--- src/rtl/bank_pkg.sv ---
package bank_pkg;
  typedef struct packed {
    logic [1:0] bank;
    logic [1:0] hi_sel;
    logic [1:0] mid_sel;
    logic       lo_ram;
    logic       io_off;
  } cfg_t;

  typedef struct packed {
    logic       top_en;
    logic       bot_en;
    logic [1:0] size;
  } com_t;

  localparam logic [1:0] SEL_RAM = 2'd3;

  function automatic logic [16:0] com_span(logic [1:0] size);
    case (size)
      2'd0:    return 17'h00400;
      2'd1:    return 17'h01000;
      2'd2:    return 17'h02000;
      default: return 17'h04000;
    endcase
  endfunction
endpackage

--- src/rtl/bank_regs.sv ---
module bank_regs
  import bank_pkg::*;
#(
  parameter logic [7:0] REG_PAGE = 8'hD5,
  parameter logic [7:0] QS_PAGE  = 8'hFF,
  parameter int         N_PRESET = 4
) (
  input  logic        clk_i,
  input  logic        rst_ni,
  input  logic        acc_i,
  input  logic        we_i,
  input  logic [15:0] addr_i,
  input  logic [7:0]  wdata_i,
  output cfg_t        cfg_o,
  output com_t        com_o,
  output logic        hit_o,
  output logic [7:0]  rdata_o
);
  localparam logic [7:0] LAST_PRE = 8'(N_PRESET);
  localparam logic [7:0] COM_OFF  = 8'(N_PRESET + 1);

  cfg_t       cfg_q;
  com_t       com_q;
  logic [7:0] pre_q [N_PRESET];

  logic [7:0] off;
  logic       wr, main_pg, qs_pg, main_cfg, qs_cfg, main_com;
  logic [N_PRESET-1:0] main_pre, qs_pre;

  assign off      = addr_i[7:0];
  assign wr       = acc_i & we_i;
  assign main_pg  = (addr_i[15:8] == REG_PAGE) & ~cfg_q.io_off;
  assign qs_pg    = (addr_i[15:8] == QS_PAGE);
  assign main_cfg = main_pg & (off == 8'd0);
  assign qs_cfg   = qs_pg & (off == 8'd0);
  assign main_com = main_pg & (off == COM_OFF);
  assign hit_o    = acc_i & ((main_pg & (off <= COM_OFF)) | (qs_pg & (off <= LAST_PRE)));

  for (genvar k = 0; k < N_PRESET; k++) begin : g_pre
    assign main_pre[k] = main_pg & (off == 8'(k + 1));
    assign qs_pre[k]   = qs_pg & (off == 8'(k + 1));

    always_ff @(posedge clk_i or negedge rst_ni) begin
      if (!rst_ni)                pre_q[k] <= '0;
      else if (wr && main_pre[k]) pre_q[k] <= wdata_i;
    end

    AST_PRESET_LOAD: assert property (@(posedge clk_i) disable iff (!rst_ni)
      (wr && qs_pre[k]) |=> (cfg_q == $past(pre_q[k])));
  end

  always_ff @(posedge clk_i or negedge rst_ni) begin
    if (!rst_ni) begin
      cfg_q <= '0;
      com_q <= '0;
    end else if (wr) begin
      if (qs_cfg || main_cfg) cfg_q <= cfg_t'(wdata_i);
      for (int k = 0; k < N_PRESET; k++)
        if (qs_pre[k]) cfg_q <= cfg_t'(pre_q[k]);
      if (main_com) com_q <= com_t'(wdata_i[3:0]);
    end
  end

  always_comb begin
    rdata_o = '0;
    if (hit_o) begin
      if (main_cfg || qs_cfg) rdata_o = cfg_q;
      for (int k = 0; k < N_PRESET; k++)
        if (main_pre[k] || qs_pre[k]) rdata_o = pre_q[k];
      if (main_com) rdata_o = {4'b0, com_q};
    end
  end

  assign cfg_o = cfg_q;
  assign com_o = com_q;

  AST_CFG_HOLD: assert property (@(posedge clk_i) disable iff (!rst_ni)
    !wr |=> $stable(cfg_q));
  AST_COM_HOLD: assert property (@(posedge clk_i) disable iff (!rst_ni)
    !wr |=> $stable(com_q));
endmodule

--- src/rtl/bank_map.sv ---
module bank_map
  import bank_pkg::*;
(
  input  logic [15:0] addr_i,
  input  cfg_t        cfg_i,
  input  com_t        com_i,
  output logic        ram_o,
  output logic [1:0]  bank_o,
  output logic        rom_o,
  output logic [1:0]  rom_sel_o,
  output logic        io_o
);
  logic [16:0] span, a17;
  logic        in_com;

  assign a17    = {1'b0, addr_i};
  assign span   = com_span(com_i.size);
  assign in_com = (com_i.bot_en & (a17 < span)) |
                  (com_i.top_en & (a17 >= (17'h10000 - span)));
  assign bank_o = in_com ? 2'd0 : cfg_i.bank;

  always_comb begin
    ram_o     = 1'b0;
    rom_o     = 1'b0;
    rom_sel_o = 2'd0;
    io_o      = 1'b0;
    case (addr_i[15:14])
      2'd0: ram_o = 1'b1;
      2'd1: begin
        ram_o = cfg_i.lo_ram;
        rom_o = ~cfg_i.lo_ram;
      end
      2'd2: begin
        ram_o     = (cfg_i.mid_sel == SEL_RAM);
        rom_o     = ~ram_o;
        rom_sel_o = ram_o ? 2'd0 : cfg_i.mid_sel;
      end
      default: begin
        if (!cfg_i.io_off && addr_i[13:12] == 2'b01) io_o = 1'b1;
        else begin
          ram_o     = (cfg_i.hi_sel == SEL_RAM);
          rom_o     = ~ram_o;
          rom_sel_o = ram_o ? 2'd0 : cfg_i.hi_sel;
        end
      end
    endcase
  end
endmodule

--- src/rtl/bank_ctrl.sv ---
module bank_ctrl
  import bank_pkg::*;
#(
  parameter logic [7:0] REG_PAGE = 8'hD5,
  parameter logic [7:0] QS_PAGE  = 8'hFF,
  parameter int         N_PRESET = 4
) (
  input  logic        clk_i,
  input  logic        rst_ni,
  input  logic        acc_i,
  input  logic        we_i,
  input  logic [15:0] addr_i,
  input  logic [7:0]  wdata_i,
  output logic [7:0]  rdata_o,
  output logic        reg_hit_o,
  output logic        ram_cs_o,
  output logic [1:0]  ram_bank_o,
  output logic        rom_cs_o,
  output logic [1:0]  rom_sel_o,
  output logic        io_cs_o
);
  cfg_t       cfg;
  com_t       com;
  logic       hit, ram, rom, io;
  logic [1:0] bank, sel;

  bank_regs #(.REG_PAGE(REG_PAGE), .QS_PAGE(QS_PAGE), .N_PRESET(N_PRESET)) u_regs (
    .clk_i, .rst_ni, .acc_i, .we_i, .addr_i, .wdata_i,
    .cfg_o(cfg), .com_o(com), .hit_o(hit), .rdata_o(rdata_o)
  );

  bank_map u_map (
    .addr_i, .cfg_i(cfg), .com_i(com),
    .ram_o(ram), .bank_o(bank), .rom_o(rom), .rom_sel_o(sel), .io_o(io)
  );

  // register hit wins over memory decode
  assign reg_hit_o  = hit;
  assign ram_cs_o   = acc_i & ~hit & ram;
  assign rom_cs_o   = acc_i & ~hit & rom;
  assign io_cs_o    = acc_i & ~hit & io;
  assign ram_bank_o = ram_cs_o ? bank : 2'd0;
  assign rom_sel_o  = rom_cs_o ? sel : 2'd0;

  AST_ONE_SEL: assert property (@(posedge clk_i) disable iff (!rst_ni)
    $onehot0({reg_hit_o, ram_cs_o, rom_cs_o, io_cs_o}));
  AST_IDLE_QUIET: assert property (@(posedge clk_i) disable iff (!rst_ni)
    !acc_i |-> !(reg_hit_o || ram_cs_o || rom_cs_o || io_cs_o));
  AST_IO_HIDDEN: assert property (@(posedge clk_i) disable iff (!rst_ni)
    cfg.io_off |-> !io_cs_o);
  AST_COMMON_BOT: assert property (@(posedge clk_i) disable iff (!rst_ni)
    (ram_cs_o && com.bot_en && addr_i < 16'h0400) |-> (ram_bank_o == 2'd0));
  AST_QS_ALWAYS: assert property (@(posedge clk_i) disable iff (!rst_ni)
    (acc_i && addr_i == {QS_PAGE, 8'h00}) |-> (reg_hit_o && rdata_o == cfg));
endmodule

--- config.mk ---
export PLATFORM = sky130hd
export DESIGN_NAME = bank_ctrl
export DESIGN_NICKNAME = d
export VERILOG_FILES = /design/src/rtl/bank_pkg.sv /design/src/rtl/bank_regs.sv /design/src/rtl/bank_map.sv /design/src/rtl/bank_ctrl.sv
export SDC_FILE = /design/constraint.sdc
export NUM_CORES = 1
export LEC_CHECK = 0
export BUFFER_PORTS_ARGS = -buffer_cell sky130_fd_sc_hd__clkbuf_2
export CAP_MARGIN = 10
export CORE_AREA = 2 2 93 95
export CTS_CLUSTER_SIZE = 12
export DETAILED_ROUTE_END_ITERATION = 16
export DIE_AREA = 0 0 95 97
export PLACE_DENSITY = 0.66
export SLEW_MARGIN = 10
export SYNTH_ARGS = -nofsm -noshare
export SYNTH_HDL_FRONTEND = slang
export SYNTH_SLANG_ARGS = --single-unit
--- constraint.sdc ---
create_clock -name clk_i -period 2.78 [get_ports clk_i]
set_input_delay 0.139 -clock clk_i [delete_from_list [all_inputs] [get_ports clk_i]]
set_output_delay 0.139 -clock clk_i [all_outputs]
set_load 0.005 [all_outputs]
==> results.tsv, run 1 <==
stage	metric	value	unit
clocking	h-tree-depth	2	
worst_setup_path	crit_path_end_kind	output port	
yosys	synthXorXnorAreaFrac	0	%
power	max-vdd-ir-drop	0.000165	V
timing	hold_violations	0	
timing	tightest_slew	570	ps
yosys	ys.flop_type	dfrtp_1	
cells_and_area	nNetsFinal	358	
global_routing	grt_pass1_wl	12800	um
run_status	status	finished clean	
detailed_routing	routed_via_density	5.82	
detailed_routing	drt-wirelength-per-cell	18.7	um
timing	fin_crit_sh	95.1	%
clocking	clock_latency	300	ps
worst_setup_path	r2r_slack	460	ps
worst_setup_path	r2r_start	u_regs.cfg_o[0]	
global_routing	grt_use_total	17.9	%
yosys	synth.most_common_cell	dfrtp_1	
yosys	synth-async-reset-ratio	100	%
yosys	synthTopCellsByCount	dfrtp_1 (44), mux2_2 (35), nand2_1 (22), o21ai_0 (12), o22ai_1 (12)	
global_routing	antenna_found_initial	0	
timing	maxSlewHeadroom	62.0	%
worst_setup_path	worstPathRequired	2640	ps
yosys	ys_warn_count	0	
floorplan	initial_core_util	36.6	%
clocking	clk_pin_slew	80	ps
clocking	cts_root_buf	clkbuf_8	
yosys	synth_top_cell_by_area	dfrtp_1	
floorplan	die_w	95	um
detailed_routing	num_vias	2492	
yosys	synth_area	2980	um2
timing	fmax	378	MHz
timing	setup_violations	0	
hold_path	hp-class	in2reg	
worst_setup_path	crit_fanout	7	
yosys	synth_top_area_share	37.0	%
detailed_routing	drt_drc_violations_left	0	
timing	finalCriticalPeriod	2640	ps
worst_setup_path	cp-start-kind	flip-flop	
cells_and_area	fin_util	41.9	%
yosys	synth_cells	279	
cells_and_area	synthToLayoutAreaGrowth	14.5	%
timing	grt_setup_unrepaired	false	
cells_and_area	drive_above_1_share	35.3	%
detailed_routing	wirelength	7990	um
timing	finClkSkew	8.11	ps
floorplan	core_area	8130	um2
yosys	yosys-top-cells-area	dfrtp_1 (37%), mux2_2 (13%), mux4_2 (4.5%)	
power	total_power	1.19	mW
detailed_routing	drt.antenna.violating_nets	0	
yosys	synthMuxAreaShare	20.6	%
timing	finalSetupTns	0	ps
yosys	ys_ff_latch	44	
global_routing	first_global_vias	2473	
yosys	synth_edf_count	0	
clocking	clock-sinks	44	
yosys	syn_area_per_cell	10.7	um2
placement	portBuffers	43	
cells_and_area	antennaDiodeCount	0	
clocking	cts_setup_buffers	0	
placement	gp_congestion	0.866	
yosys	syn_nets	315	
floorplan	die_h	97	um
placement	placed_area	3300	um2
cells_and_area	finalNonFillerCells	428	
cells_and_area	finalInstanceArea	3410	um2
floorplan	std_cell_rows	33	
timing	maxSlewViolCount	0	
worst_setup_path	critPathCapture	ram_bank_o[1]	
yosys	synth_compound_area_share	15.3	%
power	leakagePower	1.56	nW
power	p_per_area	348	nW/um2
hold_path	whs_path_depth	2	
cells_and_area	fillCellCount	801	
placement	dp_hpwl	5890	um
worst_setup_path	reg2reg_depth	4	
floorplan	die-area	9220	um2
worst_setup_path	crit_arrival	2510	ps
clocking	clockBufferDepth	2	
yosys	synth_top_family_by_area	multiplexers	
global_routing	grt_max_degree	26	
placement	dpl.cell_count	419	
yosys	ys_seq_area_share	37.0	%
yosys	synthSimpleGateAreaFrac	19.9	%
yosys	synthAdderAreaFrac	3.36	%
yosys	synth.distinct_cells	59	
worst_setup_path	crit_start	u_regs.com_o[1]	
worst_setup_path	worstReg2RegEnd	u_regs.pre_q[10]	
floorplan	io_pins	44	
global_routing	grt.overflow.total	0	
detailed_routing	firstDrtPassIters	5	
worst_setup_path	crit_type	reg2out	
detailed_routing	drt_iter0_markers	193	
clocking	cts_tree	done	
flow_run	drv_cap	0	
clocking	cts_buffers	5	
-- routing by layer --
metal  part of all wire, %  vias up  track usage [%]
met2                    48       87             27.7
met5                     0        -                0
li1                      -     1162                -
met4                   1.3        0             5.46
met3                   5.6       11             2.41
met1                    45     1232             25.7
-- worst min path at each step --
| stage | startpoint | to | slack (ps) |
|---|---|---|---|
| 6_report | wdata_i[7] | u_regs.pre_q[23] | 150 |
| 5_1_grt | wdata_i[5] | u_regs.pre_q[29] | 150 |
| 2_1_floorplan | rst_ni | u_regs.cfg_o[0] | -160 |
| 4_1_cts | wdata_i[7] | u_regs.pre_q[23] | 130 |
| 3_3_place_gp | rst_ni | u_regs.pre_q[11] | 150 |
| 3_5_place_dp | rst_ni | u_regs.pre_q[11] | 160 |
-- kinds of logic after synthesis --
| logic type | Yosys count |
|---|---|
| mux | 49 |
| simple gates | 88 |
| flops | 44 |
| compound gates | 65 |
| fa+ha+maj | 8 |
| buf+inv | 24 |
| other cells | 1 |
-- layout make-up --
cell class              count  area [um2]  area share (%)
multi-input cells         211        1770            52.1
flip-flops and latches     44        1100            32.3
repair buffers             50         270            7.93
clock inverters             2        10.0           0.294
inverters                  10        37.5            1.10
well taps                 105         131            3.86
clock buffers               6        82.6            2.42
-- sequential cells by signal, indices dropped and copies added (netlist names) --
register and cells:
u_regs.cfg_o 8, u_regs.com_o 4, u_regs.pre_q 32
-- timing repair --
item / 4_1_cts / 5_1_grt
setup endpoints to repair: 0 / 1
gates resized for setup: 0 / 2
endpoints found under the hold margin: 21 / 0
hold buffers: 1 / 0
-- per-stage QoR --
| step | worst slack (ps) | hold slack (ps) |
|---|---|---|
| 2_1_floorplan | 648 | -157 |
| 3_3_place_gp | 481 | 152 |
| 3_5_place_dp | 424 | 165 |
| 4_1_cts | 114 | 133 |
| 5_1_grt | 12.0 | 146 |
| 6_report | 135 | 146 |
-- cell usage in the layout, fill, tap and decap left out, types with 3 or more instances in the layout --
cell type	n
a22o_1	3
a22oi_1	4
clkbuf_8	6
a21oi_1	5
mux2i_1	4
mux4_2	6
o31ai_1	8
and3_1	4
o2111ai_1	4
ha_1	8
o21ai_0	12
and2_1	4
nand2b_1	6
dfrtp_1	44
nand3_1	3
nand4_1	3
o22ai_1	12
mux2_2	35
nor4_4	3
buf_4	6
nand2_1	22
nor2_1	9
inv_1	10
mux2_1	4
clkbuf_2	43
nor4_1	3
a32o_1	4
nor3_1	3
-- where the power goes --
part	internal, mW	total, mW	switching (mW)
registers	0.640	0.640	0.000214
clock network	0.198	0.414	0.215
logic	0.0465	0.132	0.0851
total	0.884	1.19	0.301
-- critical path, cell delays in order (launching register included) --
cell	delay [ps]
dfrtp_1	440
or2_2	330
ha_1	290
nand2_1	60
nor4_1	40
a2111oi_1	400
nor3_1	150
nor4b_1	330
clkbuf_2	170
No activity file was read; power rests on OpenSTA's default activity.
==> run 2, diff against run 1 <==
Clock period 2.78 ns to 2.75 ns, I/O delays scaled along.
==> run 2 against run 1 <==
  * Utilization fell by 0.077 points
  * Flip-flop and latch count unchanged
  * Register-to-register slack got worse by 60 ps
  * First-iteration DRC count up 6.2%
  * Critical endpoint is now rdata_o[2]
  * Largest cell class unchanged
  * Via count rose by 0.36%
  * Clock skew is 1.5 ps lower
  * Largest power group unchanged
  * Clock power shrank 7.7%
==> results.tsv, run 2 (synthesized netlist as in run 1, its figures left out) <==
stage	metric	value	unit	change
run_status	status	finished clean		
power	p_int	866	uW	-2.0%
worst_setup_path	crit_type	reg2out		
power	p_sw	296	uW	-1.6%
timing	fmax	386	MHz	
clocking	cts_tree	done		
detailed_routing	routed.top_layer	met4		
hold_path	hp-class	in2reg		
worst_setup_path	cp_slowest_stage_delay	510	ps	+70 ps
cells_and_area	seq_area	1100	um2	+0.11%
detailed_routing	num_vias	2501		+0.36%
global_routing	grt_max_degree	31		+19%
worst_setup_path	crit_fanout	6		-1
clocking	cts_setup_buffers	0		unchanged
clocking	h-tree-depth	2		unchanged
cells_and_area	layout_common_cells	clkbuf_2 (43), dfrtp_1 (43), mux2_2 (35), nand2_1 (22)		
detailed_routing	drt_drc_violations_left	0		unchanged
detailed_routing	drt.antenna.violating_nets	0		unchanged
worst_setup_path	worstPathRequired	2610	ps	-30 ps
placement	portBuffers	43		unchanged
worst_setup_path	cp-start-kind	flip-flop		
cells_and_area	antennaDiodeCount	0		unchanged
timing	maxSlewViolCount	0		unchanged
timing	finClkSkew	6.60	ps	-1.51 ps
timing	fin_crit_sh	94.2	%	
power	power_frac_comb	11.5	%	+0.4 points
clocking	clock-sinks	44		unchanged
clocking	cts_buffers	5		unchanged
cells_and_area	multi_input_area	1770	um2	unchanged
timing	hold_violations	0		unchanged
floorplan	die_w	95	um	unchanged
detailed_routing	wl_met1	3490	um	-3.5%
detailed_routing	wl_met2	3730	um	-2.6%
clocking	clk_pin_slew	80	ps	about the same
global_routing	first_global_vias	2528		+2.2%
cells_and_area	fillCellCount	783		-2.2%
detailed_routing	firstDrtPassIters	4		-1
detailed_routing	met3_length	481	um	+8.3%
global_routing	antenna_found_initial	0		unchanged
floorplan	core_area	8130	um2	unchanged
detailed_routing	drt_iter0_markers	205		+6.2%
worst_setup_path	slowest_stage	or3b_1		
floorplan	die-area	9220	um2	unchanged
worst_setup_path	path_cells	or3b_1 > nor3_1 > buf_4 > o2111ai_1 > o21ai_0 > clkbuf_2		
cells_and_area	largest_reg_flops	32		unchanged
placement	pre_cts_slack	404	ps	-19.1 ps
cells_and_area	regMostFlops	u_regs.pre_q		
clocking	cts_root_buf	clkbuf_8		
global_routing	grt_pass1_wl	12900	um	+0.37%
flow_run	drv_cap	0		unchanged
power	clkPwrFrac	32.8	%	-2.1 points
power	switching_share	25.4	%	+0.082 points
global_routing	grt_use_total	17.9	%	+0.093 points
power	max-vdd-ir-drop	0.000197	V	+19%
cells_and_area	synthToLayoutAreaGrowth	14.2	%	
detailed_routing	wirelength	7870	um	-1.5%
power	p_per_area	342	nW/um2	-1.8%
timing	finalCriticalPeriod	2590	ps	
placement	dp_hpwl	5800	um	-1.5%
power	p_seq_share	55.7	%	+1.7 points
floorplan	std_cell_rows	33		unchanged
floorplan	io_pins	44		unchanged
floorplan	die_h	97	um	unchanged
cells_and_area	drive_above_1_share	35.3	%	unchanged
timing	grt_setup_unrepaired	false		
floorplan	initial_core_util	36.6	%	unchanged
worst_setup_path	crit_path_end_kind	output port		
timing	setup_violations	0		unchanged
cells_and_area	nNetsFinal	359		+0.28%
clocking	clockBufferDepth	2		unchanged
timing	fin_ws	161	ps	+25.4 ps
global_routing	grt.overflow.total	0		unchanged
timing	maxSlewHeadroom	49.8	%	-12 points
detailed_routing	drt-wirelength-per-cell	18.4	um	-1.5%
timing	tightest_slew	753	ps	+183 ps
timing	finalSetupTns	0	ps	unchanged
clocking	clock_latency	290	ps	about the same
placement	gp_congestion	0.850		-1.9%
power	leakagePower	1.56	nW	-0.47%
detailed_routing	routed_via_density	5.84		+0.36%
worst_setup_path	crit_arrival	2450	ps	-60 ps
## run 2: repair_timing
item	4_1_cts	5_1_grt
hold buffers	1	0
gates resized for setup	0	3
hold endpoints to repair	29	0
endpoints found under the setup margin	0	2
## run 2: final timing paths
check,startpoint,end,slack (ps),cells after the start
max,u_regs.cfg_o[0],rdata_o[2],160,6
min,wdata_i[4],u_regs.pre_q[12],140,2
max reg2reg,u_regs.cfg_o[0],u_regs.pre_q[20],400,5
min reg2reg,u_regs.pre_q[30],u_regs.pre_q[30],490,2
max in group asynchronous,rst_ni,u_regs.pre_q[4],1610,3
min in group asynchronous,rst_ni,u_regs.cfg_o[1],450,2
## run 2: layout make-up
| cell class | instances | share of cell area, % |
|---|---|---|
| multi-input cells | 211 | 52.2 |
| flip-flops and latches | 44 | 32.4 |
| repair buffers | 51 | 8.17 |
| well taps | 105 | 3.86 |
| clock buffers | 6 | 2.13 |
| inverters | 10 | 1.10 |
| clock inverters | 1 | 0.147 |
## run 2: worst max-delay path: cells and delay by family (launching register included)
family	cells	cell delay (ps)
DFF	1	400
buffers and inverters	2	360
and+or+nand+nor	2	720
AOI/OAI and AO/OA	2	690
## run 2: per-stage QoR
stage	cell area [um2]	instances	hold slack, ps	power [mW]	utilization (%)
4_1_cts	3390	428	141	1.18	41.7
2_1_floorplan	2980	279	-158	0.729	-
3_5_place_dp	3300	420	242	0.792	40.6
6_report	3400	428	144	1.16	41.8
3_3_place_gp	3300	420	240	0.790	40.6
5_1_grt	3400	428	142	1.22	41.8
## run 2: power by group through the flow
| stage | registers, mW | logic [mW] | clock network, mW |
|---|---|---|---|
| 6_report | 0.647 | 0.134 | 0.382 |
| 5_1_grt | 0.647 | 0.148 | 0.426 |
| 4_1_cts | 0.647 | 0.133 | 0.395 |
| 3_5_place_dp | 0.660 | 0.132 | 0 |
| 3_3_place_gp | 0.660 | 0.130 | 0 |
| 2_1_floorplan | 0.660 | 0.0691 | 0 |
## run 2: routing by layer
metal	GRT usage (%)	vias to the layer above
li1	-	1164
met1	25.1	1219
met2	28.0	103
met3	2.96	15
met4	6.02	0
met5	0	-
